--- src/rtl/pip_pkg.sv ---
package pip_pkg;
  localparam int SAMPLE_W = 6;
  localparam int PIX_W    = 8;

  typedef struct packed {
    logic [PIX_W-1:0] y;
    logic [PIX_W-1:0] u;
    logic [PIX_W-1:0] v;
  } pix_t;

  typedef enum logic [1:0] {
    SRC_MAIN   = 2'd0,
    SRC_PIC    = 2'd1,
    SRC_BORDER = 2'd2
  } src_e;

  // Widen a stored sample by repeating its top bits in the freed low bits.
  function automatic logic [PIX_W-1:0] widen(input logic [SAMPLE_W-1:0] d);
    return {d, d[SAMPLE_W-1 -: (PIX_W-SAMPLE_W)]};
  endfunction
endpackage

--- src/rtl/pip_timing.sv ---
module pip_timing #(
  parameter int H_TOTAL = 910,
  parameter int V_TOTAL = 262,
  localparam int HW = $clog2(H_TOTAL),
  localparam int VW = $clog2(V_TOTAL)
) (
  input  logic          clk,
  input  logic          rst,
  input  logic          hsync,
  input  logic          vsync,
  output logic [HW-1:0] hpos,
  output logic [VW-1:0] vpos,
  output logic          h_start,
  output logic          v_start
);
  logic hs_q, vs_q;

  assign h_start = hsync & ~hs_q;
  assign v_start = vsync & ~vs_q;

  always_ff @(posedge clk) begin
    if (rst) begin
      hs_q <= 1'b0;
      vs_q <= 1'b0;
      hpos <= '0;
      vpos <= '0;
    end else begin
      hs_q <= hsync;
      vs_q <= vsync;
      if (h_start)
        hpos <= '0;
      else if (hpos == HW'(H_TOTAL-1))
        hpos <= '0;
      else
        hpos <= hpos + HW'(1);
      if (v_start)
        vpos <= '0;
      else if (h_start)
        vpos <= (vpos == VW'(V_TOTAL-1)) ? '0 : vpos + VW'(1);
    end
  end
endmodule

--- src/rtl/pip_window.sv ---
module pip_window #(
  parameter int H_TOTAL     = 910,
  parameter int V_TOTAL     = 262,
  parameter int SUB_W       = 171,
  parameter int LINES_L     = 69,
  parameter int LINES_S     = 52,
  parameter int MARGIN_H    = 16,
  parameter int MARGIN_V    = 12,
  parameter int BORDER_W    = 2,
  parameter int BORDER_H    = 1,
  parameter int CHROMA_HOLD = 6,
  parameter int YAW         = 14,
  parameter int CAW         = 11,
  localparam int HW = $clog2(H_TOTAL),
  localparam int VW = $clog2(V_TOTAL),
  localparam int CW = (SUB_W + CHROMA_HOLD - 1) / CHROMA_HOLD
) (
  input  logic           clk,
  input  logic           rst,
  input  logic [HW-1:0]  hpos,
  input  logic [VW-1:0]  vpos,
  input  logic           h_start,
  input  logic           v_start,
  input  logic [1:0]     corner,
  input  logic           size_sel,
  input  logic           border_en,
  input  logic           act,
  output logic           in_pic,
  output logic           in_brd,
  output logic [YAW-1:0] y_addr,
  output logic [CAW-1:0] c_addr
);
  localparam logic [HW-1:0] X_LEFT  = HW'(MARGIN_H);
  localparam logic [HW-1:0] X_RIGHT = HW'(H_TOTAL - MARGIN_H - SUB_W);
  localparam logic [HW-1:0] PIC_W   = HW'(SUB_W);
  localparam logic [HW-1:0] BRD_W   = HW'(BORDER_W);
  localparam logic [VW-1:0] Y_TOP   = VW'(MARGIN_V);
  localparam logic [VW-1:0] Y_BOT_L = VW'(V_TOTAL - MARGIN_V - LINES_L);
  localparam logic [VW-1:0] Y_BOT_S = VW'(V_TOTAL - MARGIN_V - LINES_S);
  localparam logic [VW-1:0] NL_L    = VW'(LINES_L);
  localparam logic [VW-1:0] NL_S    = VW'(LINES_S);
  localparam logic [VW-1:0] BRD_H   = VW'(BORDER_H);

  logic [HW-1:0] x0;
  logic [VW-1:0] y0, nlines;
  logic x_in, y_in, x_brd, y_brd;

  assign x0     = corner[0] ? X_RIGHT : X_LEFT;
  assign nlines = size_sel ? NL_S : NL_L;
  assign y0     = corner[1] ? (size_sel ? Y_BOT_S : Y_BOT_L) : Y_TOP;

  assign x_in  = (hpos >= x0) && (hpos < x0 + PIC_W);
  assign y_in  = (vpos >= y0) && (vpos < y0 + nlines);
  assign x_brd = (hpos >= x0 - BRD_W) && (hpos < x0 + PIC_W + BRD_W);
  assign y_brd = (vpos >= y0 - BRD_H) && (vpos < y0 + nlines + BRD_H);

  assign in_pic = act && x_in && y_in;
  assign in_brd = act && border_en && x_brd && y_brd && !(x_in && y_in);

  // Address bookkeeping: per-line column counters, per-field row bases.
  logic [YAW-1:0] col, ybase;
  logic [CAW-1:0] ccol, cbase;

  always_ff @(posedge clk) begin
    if (rst || h_start)
      col <= '0;
    else if (x_in)
      col <= col + YAW'(1);
  end

  generate
    if (CHROMA_HOLD > 1) begin : g_hold
      localparam int PW = $clog2(CHROMA_HOLD);
      logic [PW-1:0] ph;
      always_ff @(posedge clk) begin
        if (rst || h_start) begin
          ph   <= '0;
          ccol <= '0;
        end else if (x_in) begin
          if (ph == PW'(CHROMA_HOLD-1)) begin
            ph   <= '0;
            ccol <= ccol + CAW'(1);
          end else begin
            ph <= ph + PW'(1);
          end
        end
      end
    end else begin : g_nohold
      always_ff @(posedge clk) begin
        if (rst || h_start)
          ccol <= '0;
        else if (x_in)
          ccol <= ccol + CAW'(1);
      end
    end
  endgenerate

  always_ff @(posedge clk) begin
    if (rst || v_start) begin
      ybase <= '0;
      cbase <= '0;
    end else if (h_start && y_in) begin
      ybase <= ybase + YAW'(SUB_W);
      cbase <= cbase + CAW'(CW);
    end
  end

  assign y_addr = ybase + col;
  assign c_addr = cbase + ccol;
endmodule

--- src/rtl/pip_mixer.sv ---
module pip_mixer
  import pip_pkg::*;
#(
  parameter int YAW = 14,
  parameter int CAW = 11
) (
  input  logic                clk,
  input  logic                rst,
  input  logic                in_pic,
  input  logic                in_brd,
  input  logic [YAW-1:0]      y_addr,
  input  logic [CAW-1:0]      c_addr,
  input  pix_t                main_px,
  input  logic [PIX_W-1:0]    border_lvl,
  input  logic [SAMPLE_W-1:0] rd_y,
  input  logic [SAMPLE_W-1:0] rd_u,
  input  logic [SAMPLE_W-1:0] rd_v,
  output logic                rd_en,
  output logic [YAW-1:0]      rd_y_addr,
  output logic [CAW-1:0]      rd_c_addr,
  output pix_t                out_px
);
  localparam logic [PIX_W-1:0] NEUTRAL = PIX_W'(1 << (PIX_W-1));

  src_e             src1, src2;
  pix_t             main1, main2;
  logic [PIX_W-1:0] lvl1, lvl2;

  always_ff @(posedge clk) begin
    if (rst) begin
      rd_en     <= 1'b0;
      rd_y_addr <= '0;
      rd_c_addr <= '0;
      src1      <= SRC_MAIN;
      main1     <= '0;
      lvl1      <= '0;
      src2      <= SRC_MAIN;
      main2     <= '0;
      lvl2      <= '0;
      out_px    <= '0;
    end else begin
      rd_en     <= in_pic;
      rd_y_addr <= y_addr;
      rd_c_addr <= c_addr;
      src1      <= in_pic ? SRC_PIC : (in_brd ? SRC_BORDER : SRC_MAIN);
      main1     <= main_px;
      lvl1      <= border_lvl;
      src2      <= src1;
      main2     <= main1;
      lvl2      <= lvl1;
      unique case (src2)
        SRC_PIC:    out_px <= '{y: widen(rd_y), u: widen(rd_u), v: widen(rd_v)};
        SRC_BORDER: out_px <= '{y: lvl2, u: NEUTRAL, v: NEUTRAL};
        default:    out_px <= main2;
      endcase
    end
  end
endmodule

--- src/rtl/pip_compositor.sv ---
module pip_compositor
  import pip_pkg::*;
#(
  parameter int H_TOTAL     = 910,
  parameter int V_TOTAL     = 262,
  parameter int SUB_W       = 171,
  parameter int LINES_L     = 69,
  parameter int LINES_S     = 52,
  parameter int MARGIN_H    = 16,
  parameter int MARGIN_V    = 12,
  parameter int BORDER_W    = 2,
  parameter int BORDER_H    = 1,
  parameter int CHROMA_HOLD = 6,
  localparam int LMAX = (LINES_L > LINES_S) ? LINES_L : LINES_S,
  localparam int CW   = (SUB_W + CHROMA_HOLD - 1) / CHROMA_HOLD,
  localparam int YAW  = $clog2(SUB_W * LMAX),
  localparam int CAW  = $clog2(CW * LMAX)
) (
  input  logic                clk,
  input  logic                rst,
  input  logic                hsync,
  input  logic                vsync,
  input  logic                disp_en,
  input  logic                pip_en,
  input  logic                size_sel,
  input  logic [1:0]          corner,
  input  logic                border_en,
  input  logic [PIX_W-1:0]    border_lvl,
  input  logic [PIX_W-1:0]    main_y,
  input  logic [PIX_W-1:0]    main_u,
  input  logic [PIX_W-1:0]    main_v,
  output logic                rd_en,
  output logic [YAW-1:0]      rd_y_addr,
  output logic [CAW-1:0]      rd_c_addr,
  input  logic [SAMPLE_W-1:0] rd_y,
  input  logic [SAMPLE_W-1:0] rd_u,
  input  logic [SAMPLE_W-1:0] rd_v,
  output logic [PIX_W-1:0]    out_y,
  output logic [PIX_W-1:0]    out_u,
  output logic [PIX_W-1:0]    out_v
);
  localparam int HW = $clog2(H_TOTAL);
  localparam int VW = $clog2(V_TOTAL);

  logic [HW-1:0]  hpos;
  logic [VW-1:0]  vpos;
  logic           h_start, v_start;
  logic           in_pic, in_brd;
  logic [YAW-1:0] y_addr;
  logic [CAW-1:0] c_addr;
  pix_t           main_px, out_px;

  assign main_px = '{y: main_y, u: main_u, v: main_v};
  assign out_y   = out_px.y;
  assign out_u   = out_px.u;
  assign out_v   = out_px.v;

  pip_timing #(.H_TOTAL(H_TOTAL), .V_TOTAL(V_TOTAL)) u_timing (
    .clk(clk), .rst(rst), .hsync(hsync), .vsync(vsync),
    .hpos(hpos), .vpos(vpos), .h_start(h_start), .v_start(v_start)
  );

  pip_window #(
    .H_TOTAL(H_TOTAL), .V_TOTAL(V_TOTAL), .SUB_W(SUB_W),
    .LINES_L(LINES_L), .LINES_S(LINES_S),
    .MARGIN_H(MARGIN_H), .MARGIN_V(MARGIN_V),
    .BORDER_W(BORDER_W), .BORDER_H(BORDER_H),
    .CHROMA_HOLD(CHROMA_HOLD), .YAW(YAW), .CAW(CAW)
  ) u_window (
    .clk(clk), .rst(rst), .hpos(hpos), .vpos(vpos),
    .h_start(h_start), .v_start(v_start),
    .corner(corner), .size_sel(size_sel), .border_en(border_en),
    .act(pip_en & disp_en),
    .in_pic(in_pic), .in_brd(in_brd), .y_addr(y_addr), .c_addr(c_addr)
  );

  pip_mixer #(.YAW(YAW), .CAW(CAW)) u_mixer (
    .clk(clk), .rst(rst), .in_pic(in_pic), .in_brd(in_brd),
    .y_addr(y_addr), .c_addr(c_addr), .main_px(main_px),
    .border_lvl(border_lvl), .rd_y(rd_y), .rd_u(rd_u), .rd_v(rd_v),
    .rd_en(rd_en), .rd_y_addr(rd_y_addr), .rd_c_addr(rd_c_addr),
    .out_px(out_px)
  );
endmodule

--- config.mk ---
export PLATFORM = sky130hd
export DESIGN_NAME = pip_compositor
export DESIGN_NICKNAME = d
export VERILOG_FILES = /design/src/rtl/pip_pkg.sv /design/src/rtl/pip_timing.sv /design/src/rtl/pip_window.sv /design/src/rtl/pip_mixer.sv /design/src/rtl/pip_compositor.sv
export SDC_FILE = /design/constraint.sdc
export NUM_CORES = 1
export LEC_CHECK = 0
export ABC_AREA = 1
export BUFFER_PORTS_ARGS = -buffer_cell sky130_fd_sc_hd__buf_4
export CAP_MARGIN = 20
export CORE_UTILIZATION = 35
export CTS_CLUSTER_SIZE = 14
export DETAILED_ROUTE_END_ITERATION = 7
export GPL_TIMING_DRIVEN = 0
export HOLD_SLACK_MARGIN = 0.02
export MAX_ROUTING_LAYER = met4
export PLACE_DENSITY = 0.5
export SYNTH_ARGS = -nofsm -noshare
export SYNTH_HDL_FRONTEND = slang
export SYNTH_SLANG_ARGS = --single-unit
--- constraint.sdc ---
create_clock -name clk -period 2.5 [get_ports clk]
set_input_delay 0.125 -clock clk [delete_from_list [all_inputs] [get_ports clk]]
set_output_delay 0.125 -clock clk [all_outputs]
set_load 0.1 [all_outputs]
* Word level (Yosys, flattened, before mapping) *
Index checks and enable logic that the tools add are counted.

word-level totals
  output and inout bits = 50
  bits in registers = 192
  bits of input ports = 60

operators by class
  bitwise gates (word level) = 5
  eq/ne operators = 5
  multiplexer cells = 9
  magnitude comparators = 8
  add/sub/neg operators = 15
  reduce and logical (&&, ||, !) cells = 19

operators by type and width
  kind                                                                   number
  24-bit one-hot mux with 2 select lines                                 1
  10-bit >= comparator                                                   2
  10-bit < comparator                                                    2
  9-bit by 1-bit adder with 9-bit output (second input constant)         2
  9-bit >= comparator                                                    2
  9-bit < comparator                                                     2
  9-bit two-way mux                                                      2
  14-bit by 1-bit adder with 14-bit output (second input constant)       1
  14-bit adder                                                           1
  14-bit by 8-bit adder with 14-bit output (second input constant)       1
  7-bit two-way mux                                                      2
  1-bit logical AND                                                      12
  11-bit by 1-bit adder with 11-bit output (second input constant)       1
  11-bit adder                                                           1
  11-bit by 5-bit adder with 11-bit output (second input constant)       1
  10-bit by 1-bit adder with 10-bit output (second input constant)       1
  10-bit by 2-bit adder with 10-bit output (second input constant)       1
  10-bit by 8-bit adder with 10-bit output (second input constant)       1
  10-bit == test (second input constant)                                 1
  10-bit two-way mux                                                     1
  10-bit by 2-bit subtractor with 10-bit output (second input constant)  1
  9-bit adder                                                            1
  9-bit == test (second input constant)                                  1
  9-bit by 1-bit subtractor with 9-bit output (second input constant)    1
  other kinds (14)                                                       19

* Longest topological paths before layout *
  word-level depth = 10
  depth in mapped cells = 17
  mapped depth without buffers = 17

* By module *
Synthesis repeated with hierarchy kept, for this count alone.

unflattened totals
  cells, all modules = 1384
  area total of the unflattened synthesis = 9975.8 sq um

modules (own cells, without submodules)
  module          cells an instance  area an instance (sq um)  instances
  pip_window      825                5348.9                    1
  pip_mixer       412                3585.9                    1
  pip_timing      145                1033.5                    1
  pip_compositor  2                  7.5                       1

* Worst setup path before layout *
Ideal clock, no wire load.

  path kind = input to register
  start point = input size_sel
  end point = register u_window.cbase[0]
  required time = 2.368 ns
  path slack = 0.579 ns
  data arrival time = 1.789 ns
  cell stages on the path = 14
  path buffers = 1
  cells stage by stage = inv_1 nor2_1 inv_1 ha_1 a21oi_1 ha_1 nand2_1 o21a_1 nand2_1 nor2_2 nand3_1 buf_2 nand2_1 a21oi_1

on the way
  word-level cells in the longest chain between the ends = 6

RTL lines
  what                  RTL line              RTL
  start, declared       pip_compositor.sv:25  input logic size_sel,
  7-bit two-way mux     pip_window.sv:50      assign y0 = corner[1] ? (size_sel ? Y_BOT_S : Y_BOT_L) : Y_TOP;
  9-bit two-way mux     pip_window.sv:50
  9-bit adder           pip_window.sv:53      assign y_in = (vpos >= y0) && (vpos < y0 + nlines);
  9-bit < comparator    pip_window.sv:53
  1-bit logical AND *   pip_window.sv:53
  1-bit logical AND *   pip_window.sv:102     end else if (h_start && y_in) begin
  end signal, assigned  pip_window.sv:104     cbase <= cbase + CAW'(CW);
  end, declared         pip_window.sv:62      logic [CAW-1:0] ccol, cbase;

Every way passes the cells marked *; elsewhere a longest branch is shown, timed or not.
A chain may end at the register's enable or synchronous reset.

* Final worst setup path *
  start point = register u_timing.vpos[2]
  end point = register u_window.cbase[6]

on the way
  word-level cells in the longest chain between the ends = 3

RTL lines
  what                                                       RTL line           RTL
  start, declared                                            pip_timing.sv:12   output logic [VW-1:0] vpos,
  start signal, assigned                                     pip_timing.sv:39   vpos <= (vpos == VW'(V_TOTAL-1)) ? '0 : vpos + VW'(1);
  9-bit >= comparator or 9-bit < comparator (tied branches)  pip_window.sv:53
  1-bit logical AND *                                        pip_window.sv:53
  1-bit logical AND *                                        pip_window.sv:102

Marks and branches as above.

==> summary.md <==
| Metric | Value |
|---|---|
| Status | finished, final reports clean |
| Number of diodes | 0 |
| Area of the placeable core | 0.0269 mm^2 |
| Yosys Warn Count | 0 |
| Number of remaining DRC errors | 0 |
| Worst Path Arrival | 2570 ps |
| Share of the core filled with cells | 44.3% |
| Library cell used as clock root buffer | clkbuf_16 |
| Final setup skew | 16.2 ps |
| Num Clock Sinks | 191 |
| Synth area leaders | dfxtp_1 40%, nand2_1 12%, ha_1 9.9% |
| Max Clk Rate | 439 MHz |
| Grt ovf | 0 |
| Via count | 8431 |
| Final-stage net count | 1617 |
| Share of the synthesized area in the top cell type | 40.0% |
| Deepest clock path buffer count | 2 |
| Latest clock arrival within the worst-skew pair | 440 ps |
| Kind of capture point of the worst setup path | flip-flop |
| Sum of routed wire length over all layers | 24.2 mm |
| Number of hold violations in the final report | 0 |
| Number of nets still failing antenna checks after routing | 0 |
| Worst Path Max Fanout | 10 |
| Required @ worst endpoint | 2800 ps |
| Final worst path period share | 91.0% |
| H-Tree Level Count | 4 |
| Final period demand of the worst path | 2280 ps |
| Initial antenna violation count | 0 |
| Initial DRC Count | 342 |
| Die Height | 167 um |
| Initial Util | 35.6% |
| Largest net degree at the start of global routing | 21 |
| EDFF count, synth | 0 |
| Final number of max-transition violations | 0 |
| Cell area after placement | 0.0108 mm^2 |
| # Max-Cap Violations | 0 |
| Number of top-level design ports | 110 |
| Proportion of register bits with asynchronous set or reset after synthesis | 0% |
| Post-Syn Area | 0.00956 mm^2 |
| Clock tree from TritonCTS | built |
| Wire length per cell after detailed routing | 13.2 um |
| I/O Buffers | 109 |
| Startpoint types | flip-flop |
| Flip-flop cell with the highest count after synthesis | dfxtp_1 |
| DIE WIDTH | 167 um |
| Classification of the worst setup path | reg2reg |
| RSZ-0062 raised after global routing | no |
| Pwr per Cell Area | 531 mW/mm^2 |
| CTS Buf Count | 17 |
| Fraction of final layout cells sized beyond drive strength 1 | 12.2% |
| Type of the tightest min-delay check | in2reg |
| Wire length of the first global-routing pass | 39.4 mm |
| Syn avg cell area | 7.36 um^2 |
| Relative slew slack | 56.6% |
| Design area | 0.0119 mm^2 |
| Largest voltage drop on the vdd net | 470 uV |
| Number of global-route vias before repair | 7997 |
| Overall die area | 0.0280 mm^2 |
| Number of flip-flops and latches in the synthesized netlist | 191 |
| Cell taking the most area after synthesis | dfxtp_1 |
| Slew at the pin closest to its max-slew limit | 649 ps |
| Total setup violations reported at the end of the flow | 0 |
| Area Growth Syn to Fin | 24.7% |
| Register area share after synthesis | 40.0% |
| Row count | 60 |
| P_leak | 5.27 nW |
| Via density per instance | 4.60 |
| Clock-pin slew reported for the worst setup and hold paths after clock tree synthesis | 70 ps |
| All-layer global routing usage | 18.2% |
| Gp weighted congestion | 0.854 |
| Half-perimeter wire length after placement | 18.3 mm |
| Post-synthesis instance total | 1298 |
| Iteration count of the initial detailed-routing pass | 8 |
| Number of distinct standard cells referenced by the synthesized netlist | 48 |
## timing repair
action,in CTS,in global routing
gates resized for setup,0,0
endpoints found under the hold margin,58,0
hold buffers,52,0
setup buffers,0,0
## cell families after synthesis
family,count (synthesis),share of synthesized area (%)
flops,191,40.0
xor+xnor,41,3.76
buf+inv,206,8.63
other cells,2,0.0786
fa+ha+maj,78,10.4
compound gates,202,11.7
simple gates,578,25.5
## cells in the mapped netlist (2+ instances only)
| master | number |
|---|---|
| nand2_1 | 299 |
| dfxtp_1 | 191 |
| inv_1 | 170 |
| nor2_1 | 161 |
| a21oi_1 | 131 |
| ha_1 | 76 |
| nand3_1 | 52 |
| o21ai_0 | 37 |
| xor2_1 | 31 |
| clkbuf_1 | 22 |
| nor3_1 | 19 |
| nand4_1 | 16 |
| xnor2_1 | 10 |
| a31oi_1 | 8 |
| nand2_2 | 6 |
| nand3b_1 | 5 |
| or2_2 | 5 |
| a21oi_2 | 4 |
| buf_2 | 3 |
| buf_4 | 3 |
| buf_6 | 3 |
| nand2_4 | 3 |
| nor3_2 | 3 |
| o211ai_1 | 3 |
| o21a_1 | 3 |
| o21ai_1 | 3 |
| o21bai_1 | 3 |
| a211oi_1 | 2 |
| a21o_1 | 2 |
| clkinv_1 | 2 |
| conb_1 | 2 |
| fa_1 | 2 |
| nor2_2 | 2 |
| nor3b_1 | 2 |
## state kept, by name, indices dropped and copies added (netlist names), 14 cells and up
register,cells
u_mixer.main1,24
u_mixer.main2,24
u_mixer.rd_y_addr,14
u_window.col,14
u_mixer.out_px,24
u_window.ybase,14
## path summary, 6_finish.rpt
path | cells after the start | start | slack (ps) | end
max reg2reg | 12 | u_timing.vpos[2] | 220 | u_window.cbase[6]
min reg2reg | 2 | u_mixer.main1[18] | 400 | u_mixer.main2[18]
max | 12 | u_timing.vpos[2] | 220 | u_window.cbase[6]
min | 3 | disp_en | 50 | u_mixer.src1[0]
## through the flow
step	hold WS, ps	total power, W	setup slack (ps)	TNS (ps)	std cells
6_report	48.3	0.00633	224	0	1832
5_1_grt	53.4	0.00660	69.4	0	1832
4_1_cts	31.6	0.00642	229	0	1832
3_5_place_dp	332	0.00363	-53.6	-724	1749
3_3_place_gp	326	0.00363	-12.0	-88.1	1749
2_1_floorplan	232	0.00346	579	0	1299
## per-layer routing
| layer | track usage, % | vias to the layer above | routed length (um) |
|---|---|---|---|
| li1 | - | 4487 | - |
| met1 | 22.3 | 3791 | 11600 |
| met2 | 30.5 | 123 | 11600 |
| met3 | 2.74 | 30 | 607 |
| met4 | 5.94 | 0 | 454 |
| met5 | - | - | 0 |
## area by class of cell
class / count / area [um^2]
Clock inverter: 14 / 165
Tap cell: 341 / 427
Clock buffer: 17 / 425
Timing Repair Buffer: 161 / 1340
Sequential cell: 191 / 3820
Multi-Input combinational cell: 902 / 4910
Inverter: 174 / 656
Buffer: 32 / 169
Fill cell: 2746 / 15000
## cells in the final DEF, fill, tap and decap left out, drive strengths merged, types with 16 or more instances in the layout
master / instances
xor2: 31
nand3: 53
nor3: 23
inv: 180
ha: 76
nand2: 308
o21ai: 41
dlygate4sd3: 52
dfxtp: 191
a21oi: 136
nor2: 164
nand4: 16
clkbuf: 39
buf: 119
## worst max-delay path, cell delays in order, from the launching register on
cell and delay (ps):
dfxtp_1 610, ha_1 320, nand2_1 60, nand2_1 40, nand2_1 50, nand2_1 40
nand2_1 50, nand2_1 50, nor2_2 160, nand3_1 290, buf_2 300, nand2_1 90
a21oi_1 60
## power by group
part	leakage, nW	switching (W)	internal (W)	total (W)
sequential	1.56	0.0000231	0.00310	0.00313
clock	0.289	0.00136	0.00135	0.00271
combinational	3.43	0.000292	0.000204	0.000496
Power figures use the tool's default switching activity.
